$ cat config.mk
export PLATFORM = sky130hd
export DESIGN_NAME = tmr_irq_flags
export DESIGN_NICKNAME = d
export VERILOG_FILES = /design/src/rtl/tmr_irq_pkg.sv /design/src/rtl/tmr_trig_fsm.sv /design/src/rtl/tmr_flag_bank.sv /design/src/rtl/tmr_irq_out.sv /design/src/rtl/tmr_irq_flags.sv
export SDC_FILE = /design/constraint.sdc
export NUM_CORES = 1
export LEC_CHECK = 0
export ABC_AREA = 0
export ABC_CLOCK_PERIOD_IN_PS = 2200
export BUFFER_PORTS_ARGS = -buffer_cell sky130_fd_sc_hd__buf_2
export CAP_MARGIN = 20
export CORE_MARGIN = 1.5
export CORE_UTILIZATION = 49
export CTS_CLUSTER_SIZE = 12
export DETAILED_ROUTE_END_ITERATION = 12
export GPL_ROUTABILITY_DRIVEN = 1
export PLACE_DENSITY_LB_ADDON = 0.3
export SLEW_MARGIN = 20
export SYNTH_ARGS = -nofsm -noshare
export SYNTH_HDL_FRONTEND = slang
export SYNTH_HIERARCHICAL = 1
export SYNTH_SLANG_ARGS = --single-unit
export TNS_END_PERCENT = 100
$ cat constraint.sdc
create_clock -name clk_i -period 2.2 [get_ports clk_i]
set_input_delay 0.33 -clock clk_i [delete_from_list [all_inputs] [get_ports clk_i]]
set_output_delay 0.33 -clock clk_i [all_outputs]
set_load 0.05 [all_outputs]
$ cat src/rtl/tmr_irq_pkg.sv
package tmr_irq_pkg;
    localparam int ADDR_W = 4;

    localparam logic [ADDR_W-1:0] A_STATUS  = 4'h0;
    localparam logic [ADDR_W-1:0] A_MASK    = 4'h1;
    localparam logic [ADDR_W-1:0] A_MISS    = 4'h2;
    localparam logic [ADDR_W-1:0] A_GEN_SET = 4'h3;
    localparam logic [ADDR_W-1:0] A_GEN_CLR = 4'h4;
    localparam int CAP_BASE = 8;

    localparam int F_TRIG = 0;
    localparam int F_UPD  = 1;
    localparam int F_CC0  = 2;

    typedef enum logic {
        TRG_LOW  = 1'b0,
        TRG_HIGH = 1'b1
    } trg_state_e;
endpackage

$ cat src/rtl/tmr_trig_fsm.sv
module tmr_trig_fsm
    import tmr_irq_pkg::*;
(
    input  logic clk_i,
    input  logic rst_ni,
    input  logic trig_i,
    input  logic gated_i,
    output logic trig_ev_o
);
    logic       sync1_q;
    logic       sync2_q;
    trg_state_e state_q;
    trg_state_e state_d;

    always_ff @(posedge clk_i or negedge rst_ni) begin
        if (!rst_ni) begin
            sync1_q <= 1'b0;
            sync2_q <= 1'b0;
        end else begin
            sync1_q <= trig_i;
            sync2_q <= sync1_q;
        end
    end

    // state register
    always_ff @(posedge clk_i or negedge rst_ni) begin
        if (!rst_ni) state_q <= TRG_LOW;
        else         state_q <= state_d;
    end

    // next state: RISE and FALL transitions
    always_comb begin
        state_d = state_q;
        unique case (state_q)
            TRG_LOW:  if (sync2_q)  state_d = TRG_HIGH;
            TRG_HIGH: if (!sync2_q) state_d = TRG_LOW;
            default:  state_d = TRG_LOW;
        endcase
    end

    // outputs
    always_comb begin
        trig_ev_o = 1'b0;
        unique case (state_q)
            TRG_LOW:  trig_ev_o = sync2_q;
            TRG_HIGH: trig_ev_o = !sync2_q && gated_i;
            default:  trig_ev_o = 1'b0;
        endcase
    end

    a_r4_fall_needs_gate: assert property (@(posedge clk_i) disable iff (!rst_ni)
        (!gated_i && state_q == TRG_HIGH) |-> !trig_ev_o);

    a_r10_rise_tracked: assert property (@(posedge clk_i) disable iff (!rst_ni)
        (state_q == TRG_LOW && sync2_q) |=> (state_q == TRG_HIGH));
endmodule

$ cat src/rtl/tmr_flag_bank.sv
module tmr_flag_bank #(
    parameter int NUM_CH = 4,
    localparam int NF = NUM_CH + 2
) (
    input  logic              clk_i,
    input  logic              rst_ni,
    input  logic              trig_ev_i,
    input  logic              upd_ev_i,
    input  logic [NUM_CH-1:0] cc_ev_i,
    input  logic [NF-1:0]     w1c_flags_i,
    input  logic [NUM_CH-1:0] rdclr_cc_i,
    input  logic [NUM_CH-1:0] w1c_miss_i,
    output logic [NF-1:0]     flags_o,
    output logic [NUM_CH-1:0] miss_o
);
    logic [NF-1:0]     set_vec;
    logic [NF-1:0]     clr_vec;
    logic [NF-1:0]     flags_q;
    logic [NUM_CH-1:0] miss_q;
    logic [NUM_CH-1:0] miss_hit;

    assign set_vec  = {cc_ev_i, upd_ev_i, trig_ev_i};
    assign clr_vec  = w1c_flags_i | {rdclr_cc_i, 2'b00};
    assign miss_hit = cc_ev_i & flags_q[NF-1:2];

    for (genvar k = 0; k < NF; k++) begin : g_flag
        always_ff @(posedge clk_i or negedge rst_ni) begin
            if (!rst_ni)          flags_q[k] <= 1'b0;
            else if (set_vec[k])  flags_q[k] <= 1'b1;
            else if (clr_vec[k])  flags_q[k] <= 1'b0;
        end
    end

    for (genvar c = 0; c < NUM_CH; c++) begin : g_miss
        always_ff @(posedge clk_i or negedge rst_ni) begin
            if (!rst_ni)            miss_q[c] <= 1'b0;
            else if (miss_hit[c])   miss_q[c] <= 1'b1;
            else if (w1c_miss_i[c]) miss_q[c] <= 1'b0;
        end
    end

    assign flags_o = flags_q;
    assign miss_o  = miss_q;

    a_r3_sticky: assert property (@(posedge clk_i) disable iff (!rst_ni)
        1'b1 |=> ((flags_q & $past(flags_q & ~clr_vec)) == $past(flags_q & ~clr_vec)));

    a_r6_event_wins: assert property (@(posedge clk_i) disable iff (!rst_ni)
        (set_vec != '0) |=> ((flags_q & $past(set_vec)) == $past(set_vec)));

    a_r9_missed: assert property (@(posedge clk_i) disable iff (!rst_ni)
        ((cc_ev_i & flags_q[NF-1:2]) != '0) |=>
        ((miss_q & $past(cc_ev_i & flags_q[NF-1:2])) == $past(cc_ev_i & flags_q[NF-1:2])));
endmodule

$ cat src/rtl/tmr_irq_out.sv
module tmr_irq_out #(
    parameter int NF = 6
) (
    input  logic          clk_i,
    input  logic          rst_ni,
    input  logic [NF-1:0] flags_i,
    input  logic [NF-1:0] mask_i,
    input  logic          en_i,
    output logic          irq_o
);
    logic irq_q;

    always_ff @(posedge clk_i or negedge rst_ni) begin
        if (!rst_ni) irq_q <= 1'b0;
        else         irq_q <= en_i && ((flags_i & mask_i) != '0);
    end

    assign irq_o = irq_q;

    a_r8_gate_off: assert property (@(posedge clk_i) disable iff (!rst_ni)
        !en_i |=> !irq_o);

    a_r8_no_source: assert property (@(posedge clk_i) disable iff (!rst_ni)
        ((flags_i & mask_i) == '0) |=> !irq_o);
endmodule

$ cat src/rtl/tmr_irq_flags.sv
module tmr_irq_flags
    import tmr_irq_pkg::*;
#(
    parameter int NUM_CH = 4,
    parameter int DATA_W = 16,
    parameter int VAL_W  = 16
) (
    input  logic                    clk_i,
    input  logic                    rst_ni,
    input  logic                    wr_en_i,
    input  logic                    rd_en_i,
    input  logic [ADDR_W-1:0]       addr_i,
    input  logic [DATA_W-1:0]       wdata_i,
    output logic [DATA_W-1:0]       rdata_o,
    input  logic                    ext_trig_i,
    input  logic                    gated_mode_i,
    input  logic                    upd_ev_i,
    input  logic [NUM_CH-1:0]       cc_ev_i,
    input  logic [NUM_CH-1:0]       cc_capture_i,
    input  logic [NUM_CH*VAL_W-1:0] cc_value_i,
    output logic                    irq_o
);
    localparam int NF = NUM_CH + 2;

    logic              sel_status, sel_mask, sel_miss, sel_set, sel_clr;
    logic [NUM_CH-1:0] cap_hit;
    logic [NUM_CH-1:0] rdclr_cc;
    logic [NF-1:0]     w1c_flags;
    logic [NUM_CH-1:0] w1c_miss;
    logic [NF-1:0]     flags;
    logic [NUM_CH-1:0] miss;
    logic [DATA_W-1:0] mask_q;
    logic              gen_en_q;
    logic              trig_ev;

    assign sel_status = (addr_i == A_STATUS);
    assign sel_mask   = (addr_i == A_MASK);
    assign sel_miss   = (addr_i == A_MISS);
    assign sel_set    = (addr_i == A_GEN_SET);
    assign sel_clr    = (addr_i == A_GEN_CLR);

    for (genvar c = 0; c < NUM_CH; c++) begin : g_cap
        localparam logic [ADDR_W-1:0] CAP_A = ADDR_W'(CAP_BASE + c);
        assign cap_hit[c]  = (addr_i == CAP_A);
        assign rdclr_cc[c] = rd_en_i && cap_hit[c] && cc_capture_i[c];

        a_r7_read_clear: assert property (@(posedge clk_i) disable iff (!rst_ni)
            (rd_en_i && cap_hit[c] && cc_capture_i[c] && !cc_ev_i[c]) |=> !flags[F_CC0 + c]);
    end

    assign w1c_flags = (wr_en_i && sel_status) ? wdata_i[NF-1:0] : '0;
    assign w1c_miss  = (wr_en_i && sel_miss) ? wdata_i[NUM_CH-1:0] : '0;

    always_ff @(posedge clk_i or negedge rst_ni) begin
        if (!rst_ni)                  mask_q <= '0;
        else if (wr_en_i && sel_mask) mask_q <= wdata_i;
    end

    always_ff @(posedge clk_i or negedge rst_ni) begin
        if (!rst_ni)                              gen_en_q <= 1'b0;
        else if (wr_en_i && sel_set && wdata_i[0]) gen_en_q <= 1'b1;
        else if (wr_en_i && sel_clr && wdata_i[0]) gen_en_q <= 1'b0;
    end

    a_r2_enable_set: assert property (@(posedge clk_i) disable iff (!rst_ni)
        (wr_en_i && sel_set && wdata_i[0]) |=> gen_en_q);

    a_r2_enable_clr: assert property (@(posedge clk_i) disable iff (!rst_ni)
        (wr_en_i && sel_clr && wdata_i[0]) |=> !gen_en_q);

    always_comb begin
        rdata_o = '0;
        if (sel_status)          rdata_o[NF-1:0] = flags;
        else if (sel_mask)       rdata_o = mask_q;
        else if (sel_miss)       rdata_o[NUM_CH-1:0] = miss;
        else if (sel_set || sel_clr) rdata_o[0] = gen_en_q;
        else begin
            for (int c = 0; c < NUM_CH; c++) begin
                if (cap_hit[c]) rdata_o[VAL_W-1:0] = cc_value_i[c*VAL_W +: VAL_W];
            end
        end
    end

    tmr_trig_fsm u_trig (
        .clk_i     (clk_i),
        .rst_ni    (rst_ni),
        .trig_i    (ext_trig_i),
        .gated_i   (gated_mode_i),
        .trig_ev_o (trig_ev)
    );

    tmr_flag_bank #(.NUM_CH(NUM_CH)) u_flags (
        .clk_i       (clk_i),
        .rst_ni      (rst_ni),
        .trig_ev_i   (trig_ev),
        .upd_ev_i    (upd_ev_i),
        .cc_ev_i     (cc_ev_i),
        .w1c_flags_i (w1c_flags),
        .rdclr_cc_i  (rdclr_cc),
        .w1c_miss_i  (w1c_miss),
        .flags_o     (flags),
        .miss_o      (miss)
    );

    tmr_irq_out #(.NF(NF)) u_irq (
        .clk_i   (clk_i),
        .rst_ni  (rst_ni),
        .flags_i (flags),
        .mask_i  (mask_q[NF-1:0]),
        .en_i    (gen_en_q),
        .irq_o   (irq_o)
    );
endmodule

Word level (Yosys, flattened, before mapping) --
Index checks and enable logic that the tools add are counted.
Word-level totals: bits in registers 31, bits of input ports 99, output and inout port bits 17, word-level logic and storage cells 97
Operators by class: bitwise gates (word level) 4, equality and inequality tests 8, mux-type cells 37, reduce and logical (&&, ||, !) cells 32
Operators by type and width (number):
- $mux 16 | 5
- $mux 1 | 24
- $reduce_bool 2->1 | 11
- $logic_and 1x1->1 | 17
- $eq 4x4->1 const B | 4
- $mux 15 | 1
- $mux 12 | 1
- $mux 6 | 2
- $mux 10 | 1
- $eq 4x2->1 const B | 2
- $mux 4 | 2
- $and 6x6->6 | 1
- $or 6x6->6 | 1
- $reduce_bool 6->1 | 1
- $and 4x4->4 | 1
- $eq 4x1->1 const B | 1
- $eq 4x3->1 const B | 1
- $logic_not 4->1 | 1
- $pmux 1 s2 | 1
- $logic_not 1->1 | 1
- $logic_or 1x1->1 | 1
- $not 1->1 | 1

Longest topological paths before layout --
depth after elaboration 9, mapped depth 7, gate-level depth less buffers 5

Modules after synthesis --
Netlist, hierarchy kept.
Modules (own cells, without submodules):
- tmr_irq_flags | area an instance 1636.6 um^2, times used 1, sequential area each 425.4 um^2, cells an instance 167
- tmr_flag_bank | area an instance 367.9 um^2, times used 1, sequential area each 250.2 um^2, cells an instance 34
- tmr_trig_fsm | area an instance 95.1 um^2, times used 1, sequential area each 75.1 um^2, cells an instance 6
- tmr_irq_out | area an instance 57.6 um^2, times used 1, sequential area each 25.0 um^2, cells an instance 6

Worst setup path before layout --
No wires, ideal clock.
path kind input -> output, start point in addr_i[0], end point out rdata_o[0], data required time 1.870 ns, setup slack -0.370 ns, buffers on the path 3, stages on the path 5, arrival time 2.240 ns, path through buf_2 buf_6 clkbuf_1 a21oi_1 o32ai_1
Between the ends: cells in the longest elaborated chain, start to end 9, elaborated cells on any way between the ends 18, classes of those cells eq/ne: 8; mux: 8; reduce/logical: 2
Ends and longest elaborated chain:
- start, declared | RTL line tmr_irq_flags.sv:12 | input logic [ADDR_W-1:0] addr_i,
- $eq 4x4->1 | RTL line tmr_irq_flags.sv:44 | assign cap_hit[c] = (addr_i == CAP_A);
- $mux 16 (4 in series) | RTL line tmr_irq_flags.sv:79 | if (cap_hit[c]) rdata_o[VAL_W-1:0] = cc_value_i[c*VAL_W +: VAL_W];
- $mux 1 | RTL line tmr_irq_flags.sv:76 | else if (sel_set || sel_clr) rdata_o[0] = gen_en_q;
- $mux 4 | RTL line tmr_irq_flags.sv:75 | else if (sel_miss) rdata_o[NUM_CH-1:0] = miss;
- $mux 16 | RTL line tmr_irq_flags.sv:74 | else if (sel_mask) rdata_o = mask_q;
- $mux 6 (*) | RTL line tmr_irq_flags.sv:73 | if (sel_status) rdata_o[NF-1:0] = flags;
- end, declared | RTL line tmr_irq_flags.sv:14 | output logic [DATA_W-1:0] rdata_o,
Every way passes the cells marked *; elsewhere a longest branch is shown, timed or not.

Worst setup path after layout --
start point in addr_i[0], end point out rdata_o[3]
Between the ends: cells in the longest elaborated chain, start to end 9, elaborated cells on any way between the ends 18, classes of those cells eq/ne: 8; mux: 8; reduce/logical: 2
Ends and longest elaborated chain (RTL line):
- $eq 4x4->1 | tmr_irq_flags.sv:44
- $mux 16 (4 in series) | tmr_irq_flags.sv:79
- $mux 15 | tmr_irq_flags.sv:76
- $mux 4 | tmr_irq_flags.sv:75
- $mux 16 | tmr_irq_flags.sv:74
- $mux 6 (*) | tmr_irq_flags.sv:73
Marked as above.

==> out/metrics.cfg <==
[grt]
antenna_found_initial = 0
grt_usage_pct = 25.9
overflow = 0
grt_max_degree = 32
grt_pass1_wl_um = 10100
grt_pass1_vias = 2205

[finish]
layout.nets = 429
final_common_cell = buf_2
layout_common_cells = buf_2 (115), dfrtp_1 (31), nor2_1 (21)
fillers = 331
final_area_um2 = 2880
synthToLayoutAreaGrowth_pct = 33.6
layout-drive-gt1-share_pct = 48.5
diodes = 0

[place]
io_buffer_count = 115
place.gp.congestion = 0.842
placed_cell_area_um2 = 2800
preCtsSetupSlack_ns = 0.175
dp_hpwl_um = 4780

[route]
drt_iter0_drc = 114
vias = 2150
drt_pre_antenna_iters = 4
routedWlPerCell_um = 16.3
ant_nets = 0
drt-total-wl_um = 6180
via_per_inst = 5.66
drc = 0

[sta]
whs_ns = 0.102
hold_violations = 0
slew_violations = 0
min_period_over_period_pct = 91.9
fin_crit_ns = 2.02
setup_ws_ns = 0.178
tns_ns = 0
setup-violations-final = 0
max-slew-margin-rel_pct = 52.6
rsz0062_at_grt = no
max_freq_ghz = 0.495
tightest_slew_ns = 0.711
finalClockSkew_ns = 0.00224

[outcome]
status = finished clean

[logic_synthesis]
synth_top_area_cell = dfrtp_1
synth_top_area_share_pct = 36.0
syn_avg_cell_area_um2 = 10.1
synth.distinct_cells = 36
yosysWarnings = 6
postSynthCellCount = 213
synth-edff-count = 0
seq_area_frac_synth_pct = 36.0
syn_nets = 312
synthArstFlopShare_pct = 100
yosys_most_used_dff = dfrtp_1
synth_area_um2 = 2160
synth.area.top_cells = dfrtp_1 (36%), mux2i_1 (7.9%), mux4_2 (7.3%)
ys_ff_latch = 31

[worst_setup_path]
required_ns = 1.87
cpMaxStageDelayCell = mux4_2
crit_type = primary input to output pin
start_kind = primary input
crit_chain = buf_2 -> buf_12 -> mux4_2 -> mux2i_1 -> nor2_1 -> buf_2
crit_top_cell = buf_2
critPathLaunch = addr_i[0]
worstPathArrival_ns = 1.69
cp_slowest_stage_delay_ns = 0.53
endpoint_kind = output pin
cp_max_fo = 22
rr_startpoint = u_flags/flags_o[0]

[clock_tree]
cts_setup_buffers = 0
numCtsBuffers = 5
clk_path_buf_depth = 2
hold_buffers = 0
cts.sinks = 31
clk_pin_slew_worst_paths_ns = 0.06
cts-resized-gates = 0
clock_latency_ns = 0.28
cts_max_level = 2
cts_tree = done
clk_root_buffer_cell = clkbuf_8

[floorplanning]
core-area_um2 = 4120
fp.dieH_um = 69.4
die_w_um = 69.4
io_pins = 116
rows = 23
die_area_um2 = 4810
initial_utilization_pct = 52.4

[power_and_ir_drop]
p_leak_nw = 1.51
powerDensity_nw_per_um2 = 572
vdd_drop_max_v = 0.000397

[job]
maxCapViolations = 0

[hold_path]
hold_path.class = primary input to async pin

cell type report:
| type | instances | area (µm²) | share of cell area [%] |
|---|---|---|---|
| Multi-Input combinational cell | 158 | 1260 | 43.8 |
| Timing Repair Buffer | 124 | 656 | 22.7 |
| Clock buffer | 6 | 82.6 | 2.86 |
| Inverter | 10 | 37.5 | 1.30 |
| Tap cell | 50 | 62.6 | 2.17 |
| Clock inverter | 1 | 5.00 | 0.174 |
| Sequential cell | 31 | 776 | 26.9 |
critical path, delay by kind of cell:
family	cells	cell delay [ns]
simple gates	1	0.07
buf+inv	3	0.58
mux	2	0.70
through the flow:
| step | power (mW) | instances | utilization, % |
|---|---|---|---|
| after detailed placement | 1.21 | 373 | 67.9 |
| after CTS | 1.66 | 380 | 70.1 |
| final | 1.65 | 380 | 70.1 |
| after global placement | 1.20 | 373 | 67.9 |
| after floorplan | 1.03 | 213 | - |
| after global routing | 1.74 | 380 | 70.1 |
report_power, final:
| group | internal [mW] | switching (mW) | leakage, nW | total (mW) |
|---|---|---|---|---|
| sequential | 0.649 | 0.0509 | 0.338 | 0.700 |
| combinational | 0.248 | 0.258 | 1.13 | 0.506 |
| clock | 0.245 | 0.198 | 0.0470 | 0.443 |
logic make-up after synthesis:
logic type	share of synthesized area [%]
flip-flops	36.0
buffers and inverters	5.80
AO/OA/AOI/OAI	17.1
AND/OR/NAND/NOR	15.8
multiplexers	25.3
flip-flops by register name, summed over array words and instances (netlist names):
name and cells:
gen_en_q 1, u_flags/miss_o 4, u_flags/flags_o 6, mask_q 16
u_trig/sync1_q 1, u_trig/sync2_q 1, u_irq/irq_o 1, u_trig/state_q 1
per-layer routing:
layer | part of all wire, % | GRT usage [%]
met1 | 41 | 31.3
met2 | 51 | 46.4
met3 | 6.5 | 5.81
met4 | 1.0 | 6.97
met5 | 0 | 0
cell usage after synthesis (2+ instances only):
cell type  instances
and3_1             9
o21ai_0            8
nor3_1             3
a22oi_1           11
nor3b_4            2
buf_2              7
mux4_2             7
inv_1             10
a22o_1             2
and2_1             4
a31oi_1            2
nor2_1            21
mux2_4            10
mux2i_1           17
buf_6              3
o21ai_1            8
o2bb2ai_1          3
clkbuf_1           3
a21o_1             6
nand2b_1           3
nand2_1            9
mux2_2             6
a21oi_1           12
dfrtp_1           31
nor2b_1            5
worst paths after layout:
| check | end | slack, ns | cells after the start |
|---|---|---|---|
| setup / recovery | rdata_o[3] | 0.18 | 6 |
| hold / removal | u_trig/sync2_q | 0.10 | 1 |
| setup reg to reg | u_irq/irq_o | 1.31 | 2 |
| hold reg to reg | u_trig/sync2_q | 0.36 | 0 |
| max in group asynchronous | u_flags/flags_o[4] | 1.65 | 1 |
| min in group clk_i | u_trig/sync1_q | 0.16 | 1 |
Power figures use the tool's default switching activity.
